$ cat src/rtl/mctr_pkg.sv
package mctr_pkg;
  localparam int ADDR_W = 8;
  typedef logic [ADDR_W-1:0] addr_t;
  localparam addr_t OFF_CNT_LO = 8'h00;
  localparam addr_t OFF_CNT_HI = 8'h04;
  localparam addr_t OFF_NUM    = 8'h10;
  localparam addr_t OFF_DEN    = 8'h14;
endpackage

$ cat src/rtl/mctr_regs.sv
module mctr_regs
  import mctr_pkg::*;
#(
  parameter int DATA_W = 32,
  parameter int RATIO_W = 12,
  parameter logic [RATIO_W-1:0] NUM_RST = 12'd4,
  parameter logic [RATIO_W-1:0] DEN_RST = 12'd25,
  parameter logic [DATA_W-RATIO_W-1:0] NUM_HI_RST = '0,
  parameter logic [DATA_W-RATIO_W-1:0] DEN_HI_RST = '0
) (
  input  logic               clk_i,
  input  logic               rst_ni,
  input  logic               req_i,
  input  logic               we_i,
  input  addr_t              addr_i,
  input  logic [DATA_W-1:0]  wdata_i,
  input  logic [DATA_W-1:0]  cnt_lo_i,
  input  logic [DATA_W-1:0]  cnt_hi_i,
  output logic [DATA_W-1:0]  rdata_o,
  output logic [RATIO_W-1:0] num_o,
  output logic [RATIO_W-1:0] den_o,
  output logic               ratio_wr_o
);
  logic wr_num, wr_den;
  logic unused_hi;

  assign wr_num     = req_i && we_i && (addr_i == OFF_NUM);
  assign wr_den     = req_i && we_i && (addr_i == OFF_DEN);
  assign ratio_wr_o = wr_num || wr_den;
  assign unused_hi  = ^wdata_i[DATA_W-1:RATIO_W];

  always_ff @(posedge clk_i or negedge rst_ni) begin
    if (!rst_ni) begin
      num_o <= NUM_RST;
      den_o <= DEN_RST;
    end else begin
      if (wr_num) num_o <= wdata_i[RATIO_W-1:0];
      if (wr_den) den_o <= wdata_i[RATIO_W-1:0];
    end
  end

  always_comb begin
    rdata_o = '0;
    if (req_i && !we_i) begin
      unique case (addr_i)
        OFF_CNT_LO: rdata_o = cnt_lo_i;
        OFF_CNT_HI: rdata_o = cnt_hi_i;
        OFF_NUM:    rdata_o = {NUM_HI_RST, num_o};
        OFF_DEN:    rdata_o = {DEN_HI_RST, den_o};
        default:    rdata_o = '0;
      endcase
    end
  end
endmodule

$ cat src/rtl/mctr_frac.sv
module mctr_frac #(
  parameter int RATIO_W = 12
) (
  input  logic               clk_i,
  input  logic               rst_ni,
  input  logic [RATIO_W-1:0] num_i,
  input  logic [RATIO_W-1:0] den_i,
  input  logic               clr_i,
  output logic               step_o,
  output logic [RATIO_W-1:0] acc_o
);
  localparam int SUM_W = RATIO_W + 1;

  logic [RATIO_W-1:0] acc_q, acc_d;
  logic [SUM_W-1:0]   sum, rem;

  assign sum = {1'b0, acc_q} + {1'b0, num_i};
  assign rem = sum - {1'b0, den_i};

  always_comb begin
    step_o = 1'b0;
    acc_d  = '0;
    if (clr_i || den_i == '0) begin
      step_o = 1'b0;
      acc_d  = '0;
    end else if (num_i >= den_i) begin
      // ratio at or above one saturates to one step per clock
      step_o = 1'b1;
      acc_d  = '0;
    end else if (sum >= {1'b0, den_i}) begin
      step_o = 1'b1;
      acc_d  = rem[RATIO_W-1:0];
    end else begin
      acc_d  = sum[RATIO_W-1:0];
    end
  end

  always_ff @(posedge clk_i or negedge rst_ni) begin
    if (!rst_ni) acc_q <= '0;
    else         acc_q <= acc_d;
  end

  assign acc_o = acc_q;
endmodule

$ cat src/rtl/mctr_count.sv
module mctr_count #(
  parameter int DATA_W = 32,
  parameter logic [2*DATA_W-1:0] COUNT_RST = '0
) (
  input  logic                clk_i,
  input  logic                rst_ni,
  input  logic                step_i,
  input  logic                snap_i,
  output logic [2*DATA_W-1:0] count_o,
  output logic [DATA_W-1:0]   hi_snap_o
);
  localparam int COUNT_W = 2 * DATA_W;

  logic [COUNT_W-1:0] count_q;
  logic [DATA_W-1:0]  hi_q;

  always_ff @(posedge clk_i or negedge rst_ni) begin
    if (!rst_ni) begin
      count_q <= COUNT_RST;
      hi_q    <= COUNT_RST[COUNT_W-1:DATA_W];
    end else begin
      if (step_i) count_q <= count_q + COUNT_W'(1);
      if (snap_i) hi_q    <= count_q[COUNT_W-1:DATA_W];
    end
  end

  assign count_o   = count_q;
  assign hi_snap_o = hi_q;
endmodule

$ cat src/rtl/mctr_top.sv
module mctr_top
  import mctr_pkg::*;
#(
  parameter int DATA_W = 32,
  parameter int RATIO_W = 12,
  parameter logic [RATIO_W-1:0] NUM_RST = 12'd4,
  parameter logic [RATIO_W-1:0] DEN_RST = 12'd25,
  parameter logic [DATA_W-RATIO_W-1:0] NUM_HI_RST = '0,
  parameter logic [DATA_W-RATIO_W-1:0] DEN_HI_RST = '0,
  parameter logic [2*DATA_W-1:0] COUNT_RST = '0
) (
  input  logic                clk_i,
  input  logic                rst_ni,
  input  logic                req_i,
  input  logic                we_i,
  input  logic [ADDR_W-1:0]   addr_i,
  input  logic [DATA_W-1:0]   wdata_i,
  output logic [DATA_W-1:0]   rdata_o,
  output logic [2*DATA_W-1:0] count_o
);
  logic [RATIO_W-1:0] num_w, den_w, acc_w;
  logic               ratio_wr_w, step_w, snap_w;
  logic [DATA_W-1:0]  hi_snap_w;

  assign snap_w = req_i && !we_i && (addr_i == OFF_CNT_LO);

  mctr_regs #(
    .DATA_W(DATA_W), .RATIO_W(RATIO_W),
    .NUM_RST(NUM_RST), .DEN_RST(DEN_RST),
    .NUM_HI_RST(NUM_HI_RST), .DEN_HI_RST(DEN_HI_RST)
  ) u_regs (
    .clk_i(clk_i), .rst_ni(rst_ni),
    .req_i(req_i), .we_i(we_i), .addr_i(addr_i), .wdata_i(wdata_i),
    .cnt_lo_i(count_o[DATA_W-1:0]), .cnt_hi_i(hi_snap_w),
    .rdata_o(rdata_o), .num_o(num_w), .den_o(den_w), .ratio_wr_o(ratio_wr_w)
  );

  mctr_frac #(.RATIO_W(RATIO_W)) u_frac (
    .clk_i(clk_i), .rst_ni(rst_ni),
    .num_i(num_w), .den_i(den_w), .clr_i(ratio_wr_w),
    .step_o(step_w), .acc_o(acc_w)
  );

  mctr_count #(.DATA_W(DATA_W), .COUNT_RST(COUNT_RST)) u_count (
    .clk_i(clk_i), .rst_ni(rst_ni),
    .step_i(step_w), .snap_i(snap_w),
    .count_o(count_o), .hi_snap_o(hi_snap_w)
  );
endmodule

$ cat config.mk
export PLATFORM = sky130hd
export DESIGN_NAME = mctr_top
export DESIGN_NICKNAME = d
export VERILOG_FILES = /design/src/rtl/mctr_pkg.sv /design/src/rtl/mctr_regs.sv /design/src/rtl/mctr_frac.sv /design/src/rtl/mctr_count.sv /design/src/rtl/mctr_top.sv
export SDC_FILE = /design/constraint.sdc
export NUM_CORES = 1
export LEC_CHECK = 0
export BUFFER_PORTS_ARGS = -buffer_cell sky130_fd_sc_hd__clkbuf_2
export CORE_MARGIN = 3
export CORE_UTILIZATION = 35
export CTS_BUF_LIST = sky130_fd_sc_hd__clkbuf_8
export DETAILED_ROUTE_END_ITERATION = 8
export GPL_ROUTABILITY_DRIVEN = 0
export MAX_ROUTING_LAYER = met4
export PLACE_DENSITY_LB_ADDON = 0.12
export SYNTH_ARGS = -nofsm -noshare
export SYNTH_HDL_FRONTEND = slang
export SYNTH_SLANG_ARGS = --single-unit
$ cat constraint.sdc
create_clock -name clk_i -period 6.73 [get_ports clk_i]
set_input_delay 1.6825 -clock clk_i [delete_from_list [all_inputs] [get_ports clk_i]]
set_output_delay 1.6825 -clock clk_i [all_outputs]
set_load 0.02 [all_outputs]
==> results.sh <==
export IMPL_drt_initial_drc_count=417
export IMPL_initial_core_util=0.359
export IMPL_worstMarginPinSlew_ns=1.15
export IMPL_grt_pass1_vias=6543
export IMPL_synth_ff_type="dfrtp_1"
export IMPL_setup_tns_ns=0
export IMPL_synth_xor_area_frac=0.0888
export IMPL_syn_avg_cell_area_um2=9.95
export IMPL_min_from="u_count.hi_snap_o[25]"
export IMPL_cp_required_ns=5.05
export IMPL_fmax_mhz=177
export IMPL_antenna_found_initial=0
export IMPL_yosys_cell_types_count=58
export IMPL_path_class="input pin to primary output"
export IMPL_place_area_um2=8750
export IMPL_final_nets=984
export IMPL_fillers=2226
export IMPL_syn_num_nets=876
export IMPL_hold_path_endpoint="u_count.hi_snap_o[25]"
export IMPL_finalSetupViolCount=0
export IMPL_die_height_um=156
export IMPL_avgViaCountPerCell=5.41
export IMPL_multi_input_area_um2=4330
export IMPL_cts_max_path_buffers=2
export IMPL_syn_to_final_growth_pct=16.1
export IMPL_core_area_um2=22000
export IMPL_r2r_slack_ns=2.04
export IMPL_r2r_cells=14
export IMPL_num_vias=6461
export IMPL_synth_top_area_frac=0.406
export IMPL_cts_max_level=4
export IMPL_synth_area_leaders="dfrtp_1 41%, xor2_1 6.9%, mux2_2 6.3%"
export IMPL_reg2reg_to="u_count.count_o[1]"
export IMPL_register_area_um2=3310
export IMPL_post_cts_buffers=0
export IMPL_grt_start_max_net_pins=74
export IMPL_portBuffers=119
export IMPL_startpoint_type="input pin"
export IMPL_seq_area_frac_synth=0.419
export IMPL_yosys_area_share_simple=0.153
export IMPL_hold_viol=0
export IMPL_crit_path_end_kind="primary output"
export IMPL_antenna_cells=0
export IMPL_cts_buffers=17
export IMPL_dr_pass1_iters=4
export IMPL_drc=0
export IMPL_r2r_start="u_regs.num_o[0]"
export IMPL_routed_wl_um=23500
export IMPL_rsz0062_at_grt="no"
export IMPL_syn_inst=793
export IMPL_worstHoldPathType="flip-flop to flip-flop"
export IMPL_ctsRootBufferMaster="clkbuf_8"
export IMPL_fin_skew_ns=0.0119
export IMPL_arrival_ns=3.96
export IMPL_synth_edf_count=0
export IMPL_grt_overflow=0
export IMPL_holdPathStages=1
export IMPL_cts_tree="done"
export IMPL_netlist_area_um2=7890
export IMPL_fin_crit_sh=0.838
export IMPL_max_vdd_ir_drop_uv=129
export IMPL_cts_resized=0
export IMPL_path_clk_slew_ns=0.08
export IMPL_synth_compound_area_frac=0.144
export IMPL_finalMaxSlewViolations=0
export IMPL_max_cap_violations=0
export IMPL_grt_first_pass_wirelength_um=37300
export IMPL_dieArea_um2=24400
export IMPL_status="complete, no violations"
export IMPL_period_needed_ns=5.64
export IMPL_synth_area_leader_cell="dfrtp_1"
export IMPL_yosysWarnings=0
export IMPL_drive_gt1_frac=0.252
export IMPL_slew_headroom=0.228
export IMPL_synthArstFlopShare=1.00
export IMPL_synth_top_family_by_area="simple AND/OR/NAND/NOR gates"
export IMPL_clock_latency_ns=0.45
export IMPL_rows=54
export IMPL_final_cell_area_um2=9160
export IMPL_hold_buffers=0
export IMPL_grt_usage=0.203
export IMPL_p_per_area_nw_per_um2=240
export IMPL_drtAntennaViolNets=0
export IMPL_synth_seq_cells=132
export IMPL_power_leakage_nw=4.70
export IMPL_dpl_hpwl_um=17200
export IMPL_ios=140
export IMPL_wire_per_inst_um=19.7
export IMPL_synth_area_mux_share=0.0972
export IMPL_hold_ws_ns=0.508
export IMPL_yosys_area_share_adder=0.0637
export IMPL_cp_max_fo=24
export IMPL_die_width_um=156
export IMPL_cts_sinks=132
[critical path: stages]
cell      delay (ns)
clkbuf_2        0.64
inv_1           0.20
nor2_1          0.73
a22oi_1         0.16
a21oi_1         0.32
clkbuf_2        0.23
[power by group]
group	leakage, nW	total, mW	internal, mW	switching (mW)
sequential	1.74	0.870	0.842	0.0278
clock	0.201	0.718	0.370	0.349
combinational	2.76	0.611	0.258	0.353
total	4.70	2.20	1.47	0.730
[Yosys cell counts, drive strengths merged (6+ instances only)]
cell	instances
nor2	52
a21o	9
mux2	45
xnor2	18
dfrtp	128
xor2	62
nand3	29
clkbuf	25
and3	22
nand2	52
mux2i	26
a2111oi	6
a22oi	24
nand4	37
ha	37
a211oi	19
inv	24
a21oi	75
buf	14
o21ai	21
nor3	16
o211ai	8
[cells in the final DEF (no fill, tap or decap), types with 3 or more instances in the layout]
cell,Yosys,layout
inv_6,0,4
nand4_1,37,37
nor3_1,13,11
nand3_1,27,27
ha_1,37,37
a22oi_1,24,24
mux2i_1,26,26
and3_1,22,22
nor2_1,51,50
mux2_2,44,44
clkbuf_2,0,118
xor2_1,62,62
and2_1,3,3
nand2b_1,5,5
nor3_2,1,3
bufinv_16,0,3
a21oi_1,73,73
o21a_1,4,4
dfstp_2,4,4
buf_4,4,9
dfrtp_1,128,128
a211oi_1,18,18
xnor2_1,18,18
clkbuf_8,0,17
a211o_1,3,3
o21ai_0,20,20
clkinvlp_4,0,4
a2111oi_0,4,4
a21o_1,9,9
o211ai_1,7,7
nor4_1,4,4
inv_1,24,25
nand2_1,52,51
[flip-flops by register name, indices dropped and copies added (netlist names)]
register	count
u_count.hi_snap_o	32
u_count.count_o	64
u_regs.den_o	12
u_regs.num_o	12
u_frac.acc_o	12
[cells by family (layout without fill, tap and decap cells)]
logic type,count (synthesis),after routing
xor+xnor,80,80
compound gates,177,177
flops,132,132
fa+ha+maj,39,39
buf+inv,63,184
simple gates,231,231
mux,71,71
[metrics by stage]
step           worst slack (ns)  utilization  total power, mW  cells
6_report                   1.09        0.417             2.20   1194
2_1_floorplan              1.80            -             1.36    793
3_3_place_gp               1.14        0.398             1.50   1162
4_1_cts                    1.12        0.417             2.22   1194
3_5_place_dp               1.10        0.398             1.50   1162
5_1_grt                   0.942        0.417             2.35   1194
[area by class of cell]
| class | count | area share |
|---|---|---|
| inverter | 24 | 0.00983 |
| multi-input combinational | 598 | 0.472 |
| timing repair buffer | 128 | 0.0731 |
| sequential | 132 | 0.361 |
| clock buffer | 17 | 0.0255 |
| tap | 280 | 0.0382 |
| clock inverter | 15 | 0.0198 |
[per-layer routing]
metal  track usage  share of wire  vias to the layer above
li1              -              -                     3106
met1         0.270           0.47                     3230
met2         0.327           0.49                      109
met3        0.0352          0.034                       16
met4        0.0450          0.011                        0
met5             -              0                        -
[worst max-delay path by stage]
stage	start	endpoint	slack, ns	depth (start not counted)
2_1_floorplan	addr_i[3]	rdata_o[12]	1.80	6
3_3_place_gp	addr_i[2]	rdata_o[8]	1.14	6
3_5_place_dp	addr_i[2]	rdata_o[9]	1.10	6
4_1_cts	addr_i[2]	rdata_o[9]	1.12	6
5_1_grt	addr_i[2]	rdata_o[9]	0.94	6
6_report	addr_i[2]	rdata_o[9]	1.09	6
(Power assumes the default switching activity.)
